--- src/rtl/lin_hdr_pkg.sv ---
package lin_hdr_pkg;
  typedef enum logic [1:0] {
    ST_IDLE = 2'd0,
    ST_SYNC = 2'd1,
    ST_IDEN = 2'd2
  } hdr_st_e;
endpackage

--- src/rtl/lin_line_mon.sv ---
// Samples the line at each bit strobe; flags the break and falling edges.
module lin_line_mon #(
  parameter int BREAK_BITS = 11
) (
  input  logic clk,
  input  logic rst,
  input  logic bit_tick,
  input  logic rx,
  output logic brk_hit,
  output logic fall_hit
);
  localparam int CW = $clog2(BREAK_BITS + 1);
  localparam logic [CW-1:0] LOW_MAX  = CW'(BREAK_BITS);
  localparam logic [CW-1:0] LOW_LAST = CW'(BREAK_BITS - 1);

  logic [CW-1:0] low_cnt;
  logic          rx_q;

  always_ff @(posedge clk) begin
    if (rst) begin
      low_cnt <= '0;
      rx_q    <= 1'b1;
    end else if (bit_tick) begin
      rx_q <= rx;
      if (rx)
        low_cnt <= '0;
      else if (low_cnt != LOW_MAX)
        low_cnt <= low_cnt + 1'b1;
    end
  end

  // the strobe that completes the run fires once; longer runs saturate
  assign brk_hit  = bit_tick && !rx && (low_cnt == LOW_LAST);
  assign fall_hit = bit_tick && rx_q && !rx;
endmodule

--- src/rtl/lin_hdr_seq.sv ---
// Header sequencer: synch field edge count, span measurement, identifier capture.
module lin_hdr_seq
  import lin_hdr_pkg::*;
#(
  parameter int SYNC_EDGES = 5,
  parameter int SPAN_W     = 8,
  parameter int ID_W       = 8,
  parameter int EDGE_W     = $clog2(SYNC_EDGES + 1)
) (
  input  logic              clk,
  input  logic              rst,
  input  logic              bit_tick,
  input  logic              rx,
  input  logic              brk_hit,
  input  logic              fall_hit,
  input  logic              sync_exit,
  output logic              sync_state,
  output logic [EDGE_W-1:0] edge_cnt,
  output logic [SPAN_W-1:0] sync_span,
  output logic [ID_W-1:0]   id_byte,
  output logic              id_ok
);
  localparam int BW = $clog2(ID_W + 1);
  localparam logic [EDGE_W-1:0] EDGE_LAST = EDGE_W'(SYNC_EDGES - 1);
  localparam logic [BW-1:0]     STOP_IDX  = BW'(ID_W);

  hdr_st_e           st;
  logic [SPAN_W-1:0] span_cnt;
  logic [ID_W-1:0]   shreg;
  logic [BW-1:0]     bit_idx;
  logic              started;

  assign id_ok = bit_tick && (st == ST_IDEN) && started &&
                 (bit_idx == STOP_IDX) && rx && !brk_hit;

  always_ff @(posedge clk) begin
    if (rst) begin
      st         <= ST_IDLE;
      sync_state <= 1'b0;
      edge_cnt   <= '0;
      span_cnt   <= '0;
      sync_span  <= '0;
      id_byte    <= '0;
      shreg      <= '0;
      bit_idx    <= '0;
      started    <= 1'b0;
    end else if (brk_hit) begin
      st         <= ST_SYNC;
      sync_state <= 1'b1;
      edge_cnt   <= '0;
      span_cnt   <= '0;
      started    <= 1'b0;
    end else begin
      case (st)
        ST_SYNC: begin
          if (sync_exit) begin
            st         <= ST_IDLE;
            sync_state <= 1'b0;
          end else begin
            if (bit_tick && edge_cnt != '0)
              span_cnt <= span_cnt + 1'b1;
            if (fall_hit) begin
              edge_cnt <= edge_cnt + 1'b1;
              if (edge_cnt == '0) begin
                span_cnt <= '0;
              end else if (edge_cnt == EDGE_LAST) begin
                sync_span  <= span_cnt + 1'b1;
                sync_state <= 1'b0;
                st         <= ST_IDEN;
                started    <= 1'b0;
                bit_idx    <= '0;
              end
            end
          end
        end
        ST_IDEN: begin
          if (!started) begin
            if (fall_hit) begin
              started <= 1'b1;
              bit_idx <= '0;
            end
          end else if (bit_tick) begin
            if (bit_idx != STOP_IDX) begin
              shreg   <= {rx, shreg[ID_W-1:1]};
              bit_idx <= bit_idx + 1'b1;
            end else begin
              if (rx)
                id_byte <= shreg;
              started <= 1'b0;
              st      <= ST_IDLE;
            end
          end
        end
        default: st <= ST_IDLE;
      endcase
    end
  end
endmodule

--- src/rtl/lin_hdr_flag.sv ---
// Sticky header flag, two-step clear, registered interrupt.
module lin_hdr_flag (
  input  logic clk,
  input  logic rst,
  input  logic set_ev,
  input  logic stat_rd,
  input  logic ctrl_rd,
  input  logic irq_en,
  output logic hdr_flag,
  output logic hdr_irq
);
  logic armed;
  logic flag_nxt;

  always_comb begin
    flag_nxt = hdr_flag;
    if (set_ev)
      flag_nxt = 1'b1;
    else if (ctrl_rd && armed)
      flag_nxt = 1'b0;
  end

  always_ff @(posedge clk) begin
    if (rst) begin
      hdr_flag <= 1'b0;
      hdr_irq  <= 1'b0;
      armed    <= 1'b0;
    end else begin
      hdr_flag <= flag_nxt;
      hdr_irq  <= flag_nxt && irq_en;
      if (set_ev || ctrl_rd)
        armed <= 1'b0;
      else if (stat_rd)
        armed <= 1'b1;
    end
  end
endmodule

--- src/rtl/lin_hdr_detect.sv ---
module lin_hdr_detect #(
  parameter int BREAK_BITS = 11,
  parameter int SYNC_EDGES = 5,
  parameter int SPAN_W     = 8,
  parameter int ID_W       = 8,
  parameter int EDGE_W     = $clog2(SYNC_EDGES + 1)
) (
  input  logic              clk,
  input  logic              rst,
  input  logic              bit_tick,
  input  logic              rx,
  input  logic              hdr_method,
  input  logic              irq_en,
  input  logic              sync_exit,
  input  logic              stat_rd,
  input  logic              ctrl_rd,
  output logic              hdr_flag,
  output logic              sync_state,
  output logic              hdr_irq,
  output logic [EDGE_W-1:0] edge_cnt,
  output logic [SPAN_W-1:0] sync_span,
  output logic [ID_W-1:0]   id_byte
);
  logic brk_hit, fall_hit, id_ok, set_ev;

  lin_line_mon #(.BREAK_BITS(BREAK_BITS)) u_mon (
    .clk(clk), .rst(rst), .bit_tick(bit_tick), .rx(rx),
    .brk_hit(brk_hit), .fall_hit(fall_hit)
  );

  lin_hdr_seq #(
    .SYNC_EDGES(SYNC_EDGES), .SPAN_W(SPAN_W), .ID_W(ID_W), .EDGE_W(EDGE_W)
  ) u_seq (
    .clk(clk), .rst(rst), .bit_tick(bit_tick), .rx(rx),
    .brk_hit(brk_hit), .fall_hit(fall_hit), .sync_exit(sync_exit),
    .sync_state(sync_state), .edge_cnt(edge_cnt), .sync_span(sync_span),
    .id_byte(id_byte), .id_ok(id_ok)
  );

  // method 0: break is the header; method 1: a well-framed identifier is
  assign set_ev = hdr_method ? id_ok : brk_hit;

  lin_hdr_flag u_flag (
    .clk(clk), .rst(rst), .set_ev(set_ev), .stat_rd(stat_rd),
    .ctrl_rd(ctrl_rd), .irq_en(irq_en), .hdr_flag(hdr_flag), .hdr_irq(hdr_irq)
  );
endmodule

--- config.mk ---
export PLATFORM = sky130hd
export DESIGN_NAME = lin_hdr_detect
export DESIGN_NICKNAME = d
export VERILOG_FILES = /design/src/rtl/lin_hdr_pkg.sv /design/src/rtl/lin_line_mon.sv /design/src/rtl/lin_hdr_seq.sv /design/src/rtl/lin_hdr_flag.sv /design/src/rtl/lin_hdr_detect.sv
export SDC_FILE = /design/constraint.sdc
export NUM_CORES = 1
export LEC_CHECK = 0
export BUFFER_PORTS_ARGS = -buffer_cell sky130_fd_sc_hd__buf_2
export CAP_MARGIN = 20
export CORE_ASPECT_RATIO = 1.75
export CORE_MARGIN = 4
export CORE_UTILIZATION = 30
export CTS_BUF_LIST = sky130_fd_sc_hd__clkbuf_16
export DETAILED_ROUTE_END_ITERATION = 12
export PLACE_DENSITY = 0.54
export SLEW_MARGIN = 20
export SYNTH_ARGS = -nofsm -noshare
export SYNTH_HDL_FRONTEND = slang
export SYNTH_SLANG_ARGS = --single-unit
--- constraint.sdc ---
create_clock -name clk -period 2.4 [get_ports clk]
set_clock_uncertainty 0.2 [all_clocks]
set_input_delay 0.72 -clock clk [delete_from_list [all_inputs] [get_ports clk]]
set_output_delay 0.72 -clock clk [all_outputs]
set_load 0.02 [all_outputs]
==> results.cfg <==
[grt]
grt_pass1_vias = 1950
grt_pass1_wl_mm = 9.34
antenna_found_initial = 0
grt_max_degree = 26
grt_use_total = 0.127
grt.overflow.total = 0

[clocking]
root_buffer = clkbuf_16
cts.sinks = 51
cts_tree = done
numCtsBuffers = 5
cts.reportedPaths.clkPinSlew_ps = 70
htree_levels = 2
ctsResizeCount = 0
clock_path_buffers = 2
cts_setup_buffers = 0
clock_latency_ps = 290
postCtsHoldBufs = 0

[min_path]
hold_path_end = u_seq.shreg[4]
hp-class = flop to flop
min_from = u_seq.shreg[5]
hold_depth = 2

[cells_and_area]
area_growth_pct = 20.4
layout-drive-gt1-share = 0.191
ff_latch_area_mm2 = 0.00102
layout.nets = 319
stdcell_area_mm2 = 0.00284
diodes = 0
final_common_cell = dfxtp_1
fill_cells = 757
multi_input_area_mm2 = 0.00125
mostFrequentLayoutCells = dfxtp_1 (51), buf_2 (30), a21oi_1 (26), nor2_1 (26), nand3_1 (17)

[timing]
min_period_ps = 2100
relSlewSlack = 0.694
worst_pin_slew_ps = 460
period_share = 0.877
slew_violations = 0
rsz0062_at_grt = false
fmax_mhz = 475
worst_slack_ps = 296
hold_viol_final = 0
fin_tns_setup_ps = 0
finalSetupViolCount = 0

[synthesis]
synth_nets = 278
yosysSeqAreaShare = 0.433
synth.area.mux_share = 0.0510
synth_compound_area_frac = 0.162
synth.area.top_cells = dfxtp_1 (43%), a21oi_1 (5.5%), mux2i_1 (5.1%)
synthXorXnorAreaFrac = 0.0520
synth_edf_count = 0
avgSynthCellArea_um2 = 9.00
synth-simple-area-share = 0.229
ys.flop_type = dfxtp_1
yosysWarnings = 0
synth_top_family_by_area = simple AND/OR/NAND/NOR gates
synth_cells = 262
synth-seq-cells = 51
post-synth-top-area-cell = dfxtp_1
synthDistinctLibCells = 45
syn_area_mm2 = 0.00236
synth-adder-area-share = 0.0372
synth_top_area_frac = 0.433
ys_async_sr_fraction = 0

[drt]
drc_errors = 0
drt_wl_total_mm = 5.20
ant_nets = 0
wire_per_inst_um = 13.3
drt_iter0_markers = 71
drt_pass1_iterations = 4
routed_via_density = 4.93
num_vias = 1932

[floorplan]
die_h_um = 125
die_area_mm2 = 0.00940
initial_core_util = 0.309
ios = 31
dieWidth_um = 75.0
core_area_mm2 = 0.00762
rows = 42

[critical_path]
cp.required_ps = 2400
crit_arrival_ps = 2110
critPathKind = flop to flop
r2r_slack_ps = 300
r2r-end = u_seq.bit_idx[3]
reg2reg_depth = 6
start_kind = flop
end_kind = flop
cp_max_fo = 5
reg2reg_from = u_seq.bit_idx[0]

[pwr]
p_leak_nw = 1.11
ir_worst_vdd_mv = 0.322
powerDensity_mw_per_mm2 = 565
power_mw = 1.60

[placed_design]
port_buffers = 30
place_hpwl_mm = 3.97
place_ws_ps = 34.0
dpl_cell_area_mm2 = 0.00269
gp_congestion = 0.782

[run]
maxCapViolCount = 0

[status]
outcome = complete, no violations
[worst max path at each step]
stage	from	end
after floorplan	rx	u_seq.bit_idx[1]
after global placement	sync_exit	u_seq.bit_idx[1]
after detailed placement	sync_exit	u_seq.bit_idx[2]
after CTS	u_seq.bit_idx[0]	u_seq.bit_idx[3]
after global routing	u_seq.bit_idx[0]	u_seq.bit_idx[3]
final	u_seq.bit_idx[0]	u_seq.bit_idx[3]
[kinds of logic (layout without fill, tap and decap cells)]
| group | after synthesis | in the layout |
|---|---|---|
| simple gates | 98 | 98 |
| flops | 51 | 51 |
| mux | 12 | 12 |
| xor+xnor | 14 | 14 |
| compound gates | 61 | 61 |
| buf+inv | 19 | 61 |
| fa+ha+maj | 7 | 7 |
[flip-flops by register name, summed over array words and instances (netlist names)]
name / cells
u_seq.sync_state: 1
u_seq.started: 1
u_seq.shreg: 8
u_seq.span_cnt: 8
u_seq.edge_cnt: 3
u_seq.st: 2
u_seq.sync_span: 8
u_seq.bit_idx: 4
u_mon.rx_q: 1
u_seq.id_byte: 8
u_flag.hdr_irq: 1
u_mon.low_cnt: 4
u_flag.hdr_flag: 1
u_flag.armed: 1
[worst max-delay path, stage by stage (launching register included)]
cell and delay (ps):
dfxtp_1 400, inv_1 60, ha_1 220, and3b_4 200, or3_4 420, o31a_1 290, a311oi_1 220
[routing by layer]
metal / vias to the layer above / routed length [um] / global-route usage
met4: 0 / 107 / 0.0545
met3: 7 / 160 / 0.0273
met1: 897 / 2090 / 0.147
met5: - / 0 / 0
met2: 18 / 2840 / 0.217
li1: 1010 / - / -
[synth_stat cells (2+ instances only)]
cell type / instances
o21ai_1: 5
buf_2: 4
dfxtp_1: 51
a211o_1: 2
inv_1: 7
nand2_1: 12
ha_1: 7
nand3_1: 17
xnor2_1: 12
and2_1: 3
and3b_1: 2
nor3_2: 2
nor4_1: 3
nor2b_1: 3
clkbuf_1: 6
nor2_1: 26
mux2i_1: 12
o21ai_0: 8
a211oi_1: 6
xor2_1: 2
or3_1: 2
nand3b_1: 5
nor3b_1: 3
a21o_1: 2
nand2b_1: 6
a311oi_1: 2
a2bb2oi_1: 2
a21oi_1: 26
nor3_1: 5
a31oi_1: 3
or3b_1: 2
[power by group]
group / leakage, nW / internal, mW / switching, mW
registers: 0.411 / 0.850 / 0.00381
logic: 0.631 / 0.0211 / 0.0320
clock network: 0.0674 / 0.385 / 0.311
[stage by stage]
step	util	hold slack [ps]	cells
2_1_floorplan	-	251	262
3_3_place_gp	0.353	269	384
3_5_place_dp	0.353	274	384
4_1_cts	0.372	283	392
5_1_grt	0.372	313	392
6_report	0.372	282	392
[cell type report]
| class | count | area share |
|---|---|---|
| clock buffer | 5 | 0.0441 |
| clock inverter | 3 | 0.00705 |
| inverter | 7 | 0.00926 |
| multi-input combinational | 192 | 0.441 |
| sequential | 51 | 0.360 |
| tap | 88 | 0.0388 |
| timing repair buffer | 46 | 0.0996 |
No activity file was read; power rests on OpenSTA's default activity.
